[src/rtl/crs_pkg.sv]
package crs_pkg;

  typedef enum logic {
    SRC_INTERNAL = 1'b0,
    SRC_EXTERNAL = 1'b1
  } clk_src_e;

  // Half period of the internal refresh clock, in system cycles.
  function automatic int half_div(input int sys_hz, input int ref_hz);
    return sys_hz / (2 * ref_hz);
  endfunction

  // Strobe lag in system cycles for a lag given in nanoseconds.
  function automatic int lag_cycles(input int sys_hz, input int lag_ns);
    return ((sys_hz / 1000) * lag_ns) / 1000000;
  endfunction

endpackage

[src/rtl/crs_sync.sv]
module crs_sync #(
  parameter int WIDTH = 1
) (
  input  logic             clk,
  input  logic             rst,
  input  logic [WIDTH-1:0] d_async,
  output logic [WIDTH-1:0] q_sync
);
  logic [WIDTH-1:0] meta_q;

  always_ff @(posedge clk) begin
    if (rst) begin
      meta_q <= '0;
      q_sync <= '0;
    end else begin
      meta_q <= d_async;
      q_sync <= meta_q;
    end
  end
endmodule

[src/rtl/crs_int_osc.sv]
module crs_int_osc #(
  parameter int HALF_DIV = 2380
) (
  input  logic clk,
  input  logic rst,
  output logic osc_lvl,
  output logic rise_ev,
  output logic fall_ev
);
  localparam int CW = $clog2(HALF_DIV + 1);

  logic [CW-1:0] div_cnt;

  always_ff @(posedge clk) begin
    if (rst) begin
      div_cnt <= '0;
      osc_lvl <= 1'b0;
      rise_ev <= 1'b0;
      fall_ev <= 1'b0;
    end else begin
      rise_ev <= 1'b0;
      fall_ev <= 1'b0;
      if (div_cnt == CW'(HALF_DIV - 1)) begin
        div_cnt <= '0;
        osc_lvl <= ~osc_lvl;
        rise_ev <= ~osc_lvl;
        fall_ev <= osc_lvl;
      end else begin
        div_cnt <= div_cnt + 1'b1;
      end
    end
  end

  // the divider never passes its terminal count
  a_r2_div_bound: assert property (@(posedge clk) disable iff (rst)
    int'(div_cnt) < HALF_DIV);

  // an edge is either rising or falling, never both
  a_r3_one_edge: assert property (@(posedge clk) disable iff (rst)
    !(rise_ev && fall_ev));

  // the level only moves together with an edge event
  a_r2_lvl_moves_with_event: assert property (@(posedge clk) disable iff (rst)
    !$stable(osc_lvl) |-> (rise_ev || fall_ev));
endmodule

[src/rtl/crs_edge_lag.sv]
module crs_edge_lag #(
  parameter int LAG_CYC = 350
) (
  input  logic clk,
  input  logic rst,
  input  logic lag_en,
  input  logic ev_in,
  output logic ev_out
);
  generate
    if (LAG_CYC == 0) begin : g_bypass
      logic unused_lag_en;
      assign unused_lag_en = lag_en;
      assign ev_out = ev_in;
    end else begin : g_count
      localparam int CW = $clog2(LAG_CYC + 1);
      logic [CW-1:0] lag_cnt;

      always_ff @(posedge clk) begin
        if (rst) begin
          lag_cnt <= '0;
        end else if (ev_in && lag_en) begin
          lag_cnt <= CW'(LAG_CYC);
        end else if (lag_cnt != '0) begin
          lag_cnt <= lag_cnt - 1'b1;
        end
      end

      assign ev_out = lag_en ? (lag_cnt == CW'(1)) : ev_in;

      // the lag counter never exceeds its load value
      a_r6_cnt_bound: assert property (@(posedge clk) disable iff (rst)
        int'(lag_cnt) <= LAG_CYC);

      // a loaded counter runs down without reloading itself
      a_r6_count_down: assert property (@(posedge clk) disable iff (rst)
        (lag_cnt > CW'(1) && !ev_in) |=> (lag_cnt == $past(lag_cnt) - 1'b1));
    end
  endgenerate
endmodule

[src/rtl/crs_seq.sv]
module crs_seq #(
  parameter int NUM_CH = 14,
  parameter int CODE_W = 8,
  localparam int IDX_W = $clog2(NUM_CH)
) (
  input  logic                     clk,
  input  logic                     rst,
  input  logic                     close_ev,
  input  logic                     open_ev,
  input  logic                     use_bank_b,
  input  logic [NUM_CH*CODE_W-1:0] bank_a_codes,
  input  logic [NUM_CH*CODE_W-1:0] bank_b_codes,
  output logic [IDX_W-1:0]         ch_idx,
  output logic [CODE_W-1:0]        ch_code,
  output logic                     sw_close,
  output logic                     sw_open
);
  logic [CODE_W-1:0] code_a [NUM_CH];
  logic [CODE_W-1:0] code_b [NUM_CH];
  logic [IDX_W-1:0]  next_ptr;

  for (genvar g = 0; g < NUM_CH; g++) begin : g_unpack
    assign code_a[g] = bank_a_codes[g*CODE_W +: CODE_W];
    assign code_b[g] = bank_b_codes[g*CODE_W +: CODE_W];
  end

  always_ff @(posedge clk) begin
    if (rst) begin
      next_ptr <= '0;
      ch_idx   <= '0;
      ch_code  <= '0;
      sw_close <= 1'b0;
      sw_open  <= 1'b0;
    end else begin
      sw_close <= close_ev;
      sw_open  <= open_ev;
      if (close_ev) begin
        ch_idx   <= next_ptr;
        ch_code  <= use_bank_b ? code_b[next_ptr] : code_a[next_ptr];
        next_ptr <= (next_ptr == IDX_W'(NUM_CH - 1)) ? '0 : next_ptr + 1'b1;
      end
    end
  end

  // the committed index stays inside the channel range
  a_r7_idx_range: assert property (@(posedge clk) disable iff (rst)
    int'(ch_idx) < NUM_CH);

  // index and code only move together with a close strobe
  a_r9_hold: assert property (@(posedge clk) disable iff (rst)
    !sw_close |-> ($stable(ch_idx) && $stable(ch_code)));

  // close and open strobes never coincide
  a_r3_no_overlap: assert property (@(posedge clk) disable iff (rst)
    !(sw_close && sw_open));

  // strobes last exactly one cycle
  a_r3_close_pulse: assert property (@(posedge clk) disable iff (rst)
    sw_close |=> !sw_close);
  a_r3_open_pulse: assert property (@(posedge clk) disable iff (rst)
    sw_open |=> !sw_open);
endmodule

[src/rtl/chan_refresh_seq.sv]
module chan_refresh_seq
  import crs_pkg::*;
#(
  parameter int NUM_CH     = 14,
  parameter int CODE_W     = 8,
  parameter int SYS_CLK_HZ = 100_000_000,
  parameter int INT_REF_HZ = 21_000,
  parameter int LAG_NS     = 3500,
  localparam int IDX_W     = $clog2(NUM_CH)
) (
  input  logic                     clk,
  input  logic                     rst,
  input  logic                     cfg_wr,
  input  logic                     cfg_ext_src,
  input  logic                     cfg_lag_en,
  input  logic                     bank_sel,
  input  logic [NUM_CH*CODE_W-1:0] bank_a_codes,
  input  logic [NUM_CH*CODE_W-1:0] bank_b_codes,
  input  logic                     osc_in,
  output logic                     osc_out,
  output logic                     osc_oe,
  output logic [IDX_W-1:0]         ch_idx,
  output logic [CODE_W-1:0]        ch_code,
  output logic                     sw_close,
  output logic                     sw_open
);
  localparam int HALF_DIV = half_div(SYS_CLK_HZ, INT_REF_HZ);
  localparam int LAG_CYC  = lag_cycles(SYS_CLK_HZ, LAG_NS);

  // Control bits captured on a configuration write
  clk_src_e src_q;
  logic     lag_q;

  always_ff @(posedge clk) begin
    if (rst) begin
      src_q  <= SRC_INTERNAL;
      lag_q  <= 1'b0;
      osc_oe <= 1'b0;
    end else if (cfg_wr) begin
      src_q  <= clk_src_e'(cfg_ext_src);
      lag_q  <= cfg_lag_en;
      osc_oe <= ~cfg_ext_src;
    end
  end

  // Internal divided clock
  logic int_rise, int_fall;

  crs_int_osc #(.HALF_DIV(HALF_DIV)) u_int_osc (
    .clk     (clk),
    .rst     (rst),
    .osc_lvl (osc_out),
    .rise_ev (int_rise),
    .fall_ev (int_fall)
  );

  // External clock: synchronise, then detect edges
  logic ext_s, ext_d;
  logic ext_rise, ext_fall;

  crs_sync #(.WIDTH(1)) u_ext_sync (
    .clk     (clk),
    .rst     (rst),
    .d_async (osc_in),
    .q_sync  (ext_s)
  );

  always_ff @(posedge clk) begin
    if (rst) ext_d <= 1'b0;
    else     ext_d <= ext_s;
  end

  assign ext_rise = ext_s & ~ext_d;
  assign ext_fall = ~ext_s & ext_d;

  // Bank choice synchronised as well
  logic bank_b_s;

  crs_sync #(.WIDTH(1)) u_bank_sync (
    .clk     (clk),
    .rst     (rst),
    .d_async (bank_sel),
    .q_sync  (bank_b_s)
  );

  // Source selection; index 0 commits, index 1 opens the switch
  logic [1:0] ev_raw, ev_lag;

  assign ev_raw[0] = (src_q == SRC_EXTERNAL) ? ext_fall : int_fall;
  assign ev_raw[1] = (src_q == SRC_EXTERNAL) ? ext_rise : int_rise;

  for (genvar e = 0; e < 2; e++) begin : g_edge
    crs_edge_lag #(.LAG_CYC(LAG_CYC)) u_lag (
      .clk    (clk),
      .rst    (rst),
      .lag_en (lag_q),
      .ev_in  (ev_raw[e]),
      .ev_out (ev_lag[e])
    );
  end

  crs_seq #(.NUM_CH(NUM_CH), .CODE_W(CODE_W)) u_seq (
    .clk          (clk),
    .rst          (rst),
    .close_ev     (ev_lag[0]),
    .open_ev      (ev_lag[1]),
    .use_bank_b   (bank_b_s),
    .bank_a_codes (bank_a_codes),
    .bank_b_codes (bank_b_codes),
    .ch_idx       (ch_idx),
    .ch_code      (ch_code),
    .sw_close     (sw_close),
    .sw_open      (sw_open)
  );

  // the pin direction changes only on a configuration write
  a_r5_oe_write_only: assert property (@(posedge clk) disable iff (rst)
    !cfg_wr |=> $stable(osc_oe));

  // the pin never drives while the external source is in use
  a_r4_oe_not_ext: assert property (@(posedge clk) disable iff (rst)
    osc_oe |-> (src_q == SRC_INTERNAL));

  // with the lag off, a commit event reaches the strobe on the next edge
  a_r6_bypass_close: assert property (@(posedge clk) disable iff (rst)
    (!lag_q && ev_raw[0]) |=> sw_close);
endmodule

[config.mk]
export PLATFORM = sky130hd
export DESIGN_NAME = chan_refresh_seq
export DESIGN_NICKNAME = d
export VERILOG_FILES = /design/src/rtl/crs_pkg.sv /design/src/rtl/crs_sync.sv /design/src/rtl/crs_int_osc.sv /design/src/rtl/crs_edge_lag.sv /design/src/rtl/crs_seq.sv /design/src/rtl/chan_refresh_seq.sv
export SDC_FILE = /design/constraint.sdc
export NUM_CORES = 1
export LEC_CHECK = 0
export BUFFER_PORTS_ARGS = -buffer_cell sky130_fd_sc_hd__clkbuf_2
export CAP_MARGIN = 25
export CORE_MARGIN = 2
export CORE_UTILIZATION = 30
export CTS_CLUSTER_SIZE = 16
export DETAILED_ROUTE_END_ITERATION = 16
export PLACE_DENSITY_LB_ADDON = 0.15
export SETUP_SLACK_MARGIN = 0.4
export SLEW_MARGIN = 20
export SYNTH_ARGS = -nofsm -noshare
export SYNTH_HDL_FRONTEND = slang
export SYNTH_SLANG_ARGS = --single-unit
[constraint.sdc]
create_clock -name clk -period 1.95 [get_ports clk]
set_input_delay 0.0975 -clock clk [delete_from_list [all_inputs] [get_ports clk]]
set_output_delay 0.0975 -clock clk [all_outputs]
set_load 0.02 [all_outputs]
# Yosys cells after proc, flatten, opt, wreduce, memory -nomap -nowiden

Index checks and enable logic that the tools add are counted.

Add/subtract/negate cells: 4
Order comparisons: 1
Equal/unequal tests: 4
Mux-type cells: 16
Bitwise logic cells: 8
Reductions and logical operators: 10

Operators with widths:

| operator              | number |
|---|---|
| $bmux 8 s4            | 2 |
| $mux 8                | 5 |
| $mux 9                | 4 |
| $eq 9x1->1 const B    | 2 |
| $reduce_bool 9->1     | 2 |
| $sub 9x1->9 const B   | 2 |
| $add 12x1->12 const B | 1 |
| $eq 12x12->1 const B  | 1 |
| $reduce_or 2->1       | 4 |
| $ge 5x5->1 const B    | 1 |
| $not 1->1             | 5 |
| $not 4->5             | 1 |
| $add 4x1->4 const B   | 1 |
| $eq 4x4->1 const B    | 1 |
| $mux 1                | 4 |
| $mux 4                | 1 |
| $reduce_bool 2->1     | 2 |
| $and 1x1->1           | 2 |
| $logic_and 1x1->1     | 2 |

Flip-flop bits (word level): 59
Input port bits: 231
Output and inout port bits: 16

# Longest topological paths before layout

Word-level depth: 5
Mapped depth: 8
Depth with buffers taken out: 7

# Cells and area by module

A second synthesis with hierarchy kept.

Cells, all modules: 532
Area, all modules: 4639.4 µm²

Modules (own cells, without submodules):

| module           | instances | cells each | area each (µm²) |
|---|---|---|---|
| crs_seq          | 1         | 316        | 2693.8 |
| crs_edge_lag     | 2         | 61         | 525.5 |
| crs_int_osc      | 1         | 68         | 628.1 |
| chan_refresh_seq | 1         | 18         | 161.4 |
| crs_sync         | 2         | 4          | 52.6 |

# Worst setup path before layout

OpenSTA, ideal clock, no wires.

Path type: register to register
From: register g_edge[1].u_lag.g_count.lag_cnt[3]
To: register g_edge[1].u_lag.g_count.lag_cnt[1]
Setup time: 0.070 ns
Data arrival time: 1.894 ns
Slack: -0.014 ns
Stages on the path, launching flop included: 6
Buffers on the path: 0
Period minus slack after synthesis: 1.964 ns
Path through: dfxtp_1 or4_1 or3_1 nor2_1 mux2_2 a21oi_1

Cells in the longest elaborated chain, start to end: 2

Ends and longest elaborated chain:

| what                        | RTL line           | source |
|---|---|---|
| start: declaration          | crs_edge_lag.sv:17 | `logic [CW-1:0] lag_cnt;` |
| start signal: assignment    | crs_edge_lag.sv:23 | `lag_cnt <= CW'(LAG_CYC);` |
| start signal: assignment    | crs_edge_lag.sv:25 | `lag_cnt <= lag_cnt - 1'b1;` |
| $reduce_bool 9->1           | crs_edge_lag.sv:24 | `end else if (lag_cnt != '0) begin` |
| $reduce_bool 2->1 (no line) | n/a                |  |

Every way passes these cells.
A chain may end at the register's enable or synchronous reset.

# Final worst setup path

From: register u_seq.next_ptr[0]
To: register u_seq.ch_code[4]

Cells in the longest elaborated chain, start to end: 5
Elaborated cells between the ends (all ways): 8
Classes of those cells: mux: 7; bitwise: 1

Ends and longest elaborated chain:

| what                                       | RTL line      | source |
|---|---|---|
| start: declaration                         | crs_seq.sv:20 | `logic [IDX_W-1:0] next_ptr;` |
| start signal: assignment                   | crs_seq.sv:40 | `next_ptr <= (next_ptr == IDX_W'(NUM_CH - 1)) ? '0 : next_ptr + 1'b1;` |
| $not 4->5 (implied by the code) (*)        | crs_seq.sv:39 | `ch_code <= use_bank_b ? code_b[next_ptr] : code_a[next_ptr];` |
| $bmux 8 s4                                 | crs_seq.sv:39 |  |
| $mux 8 (implied by the code) (2 in series) | crs_seq.sv:39 |  |
| $mux 8 (*)                                 | crs_seq.sv:39 |  |
| end signal: assignment                     | crs_seq.sv:39 |  |
| end: declaration                           | crs_seq.sv:14 | `output logic [CODE_W-1:0] ch_code,` |

Every way passes the cells marked *; elsewhere a longest branch is shown, timed or not. The select of a mux whose other input is x is not followed.

==> metrics.txt <==
Synth area leaders=dfxtp_1 (28%), mux2i_1 (21%), mux4_2 (7.9%); Pre-antenna DRT Iters=5; RSZ-0062 raised after global routing=true; Top delay family on crit path=multiplexers; Rel. slew slack=62.0%; Highest Clock Rate=544 MHz; sequential share of the synthesized area=27.6%; fin area=0.00660 sq mm; Tcrit/Tclk final=94.2%; Filler cells=1,323; GR Util All Layers=19.7%; P_int=3670 uW; Clock power frac=26.1%; Area growth, synth to finish=54.0%; CP required=2140 ps; vias in the first global route=4,637; leakage power=0.00272 uW; slowest stage delay, CP=490 ps; HPWL after DPL=11,900 um; first-pass GRT wire length=23,100 um; largest net degree at the start of global routing=36; Power Total=5580 uW; die width=124 um; Final Slew Violations=0; via/cell ratio=5.15; Final Routed Wirelength=15,700 um; Least-Margin Pin Slew=569 ps; initial DRC count=228; antenna cells=0; share of cells above drive strength 1=51.2%; Seq pwr share=28.5%; dpl cell area=0.00586 sq mm; port bufs=246; Yosys warnings=0; Final Setup Violations=0; DR DRC count=0; top cell type's share of synthesized area=27.6%; sw frac=34.1%; Non-Filler Instances=903; nets=954; Max H-tree Level=3; number of synthesized flops with an enable pin=0; flops & latches, synth=59; later-pin clock latency in the skew report=320 ps; antenna violations before repair=0; die area=0.0153 sq mm; Async S/R FF share, synth=0%; synth unique cells=48; Starting Density=30.8%; I/O pin cnt=247; worst hold path class=primary input to flip-flop; Tmin final=1840 ps; Placed Cells=867; CP Max Fanout=7; Synth Instances=462; crit start category=flip-flop; total CTS buffers=9; final setup margin=113 ps; Synth Cell Area=0.00429 sq mm; die height=124 um; total gr overflow=0; WL/cell=17.4 um; row cnt=43; GP Congestion=0.853; sequence of cells on the critical path=buf_12, mux4_2, mux2_2, o221ai_2, a311oi_2; status=finished, final reports clean; CP Capture Type=flip-flop; CTS max path bufs=2; Buf/Inv on CP=1; clock root buffer=clkbuf_16; Worst Hold Launch=cfg_lag_en; Synthesized Nets=698; Peak VDD IR=0.616 mV; CTS sink count=59; Critical Path AT=2030 ps; core area=0.0139 sq mm; Fin. Hold Viols=0; worst slack at placement=-14.3 ps; Clock transition at path regs=50 ps; worst hold margin=39.2 ps; post-synthesis area per instance=9.28 sq um; Synth Flop Type=dfxtp_1; ANT nets after route=0; kind of critical path=flip-flop to flip-flop; number of max-cap violations=0; via count=4,646; most frequent cells in the layout=clkbuf_2 (246), mux2i_1 (90), dfxtp_1 (52); PD cells=845 mW/mm^2; TritonCTS clock tree=done; Worst Skew=9.27 ps; Net Switching=1900 uW; worst r2r src=u_seq.next_ptr[0]; leading area contributor after synthesis=dfxtp_1; CP startpoint=u_seq.next_ptr[0]; crit path max-delay cell type=mux4_2; Comb pwr share=45.4%; most common cell after layout, fill and taps aside=clkbuf_2
final cells by class:
class | instances | area (sq um) | share of cell area (%)
multi-input cells | 354 | 3180 | 48.2
repair buffers | 282 | 1670 | 25.4
flip-flops and latches | 59 | 1190 | 18.1
clock buffers | 11 | 243 | 3.68
well taps | 180 | 225 | 3.41
inverters | 12 | 45.0 | 0.682
clock inverters | 5 | 38.8 | 0.587
sequential cells by signal, summed over array words and instances, names as in the netlist:
signal / flops
ext_d: 1
g_edge.u_lag.g_count.lag_cnt: 18
lag_q: 1
osc_oe: 1
src_q: 1
u_bank_sync.meta_q: 1
u_bank_sync.q_sync: 1
u_ext_sync.meta_q: 1
u_ext_sync.q_sync: 1
u_int_osc.div_cnt: 12
u_int_osc.fall_ev: 1
u_int_osc.osc_lvl: 1
u_int_osc.rise_ev: 1
u_seq.ch_code: 8
u_seq.ch_idx: 4
u_seq.next_ptr: 4
u_seq.sw_close: 1
u_seq.sw_open: 1
synth_stat cells, types with 2 or more instances:
master	instances
a311oi_1	8
xnor2_1	11
buf_4	2
nor3b_1	2
a21oi_1	17
a221oi_1	9
buf_2	14
and3_1	2
nor2b_1	7
nor2_1	49
o221ai_1	16
nand4_1	2
buf_1	4
ha_1	5
nand3_1	7
xor2_1	13
nand2b_1	9
clkbuf_1	16
a22o_1	9
o22ai_1	15
nand4b_1	5
o31ai_1	2
nand2_1	11
dfxtp_1	59
mux4_2	15
mux2i_1	90
or2_2	2
inv_1	12
mux2_2	8
nor3_1	4
o21ai_0	20
cells by family after synthesis:
kind of cell | synth area share (%)
buf+inv | 5.05
xor+xnor | 4.90
mux | 31.0
fa+ha+maj | 1.46
compound gates | 16.7
flops | 27.6
simple gates | 13.4
worst min-delay path: stages:
cell and delay (ps):
clkbuf_2 80, mux2i_1 60, nor2_1 80
metal layers:
metal	track usage, %	wire length [um]	vias to the layer above
met2	35.2	7970	173
met5	0	0	-
met4	4.05	231	0
li1	-	-	2262
met3	4.98	975	22
met1	23.8	6530	2189
worst paths after layout:
check                           slack (ps)                   end  depth (start not counted)
worst max-delay path                   110      u_seq.ch_code[4]                          5
worst min-delay path                    40                 lag_q                          3
worst max register to register         110      u_seq.ch_code[4]                          5
worst min register to register         430  u_int_osc.div_cnt[0]                          1
what timing repair did:
item                                   CTS  global route
endpoints found under the hold margin    2             0
setup endpoints to repair               38            33
hold buffers                             2             0
gates resized for setup                 21            26
pin swaps                               13            24
buffers inserted                        10             4
gates cloned                             3             1
per-stage QoR:
stage,TNS [ps],util (%)
after floorplan,0,-
after global placement,0,42.1
after detailed placement,-33.3,42.1
after CTS,0,46.1
after global routing,0,47.4
final,0,47.4
power groups by stage:
stage	Clock [uW]	Sequential [uW]	Combinational (uW)
finish	1460	1590	2530
global route	1560	1620	2740
CTS	1500	1570	2100
detailed placement	0	1590	1800
global placement	0	1580	1780
floorplan	0	1570	1280
(Power assumes the default switching activity.)
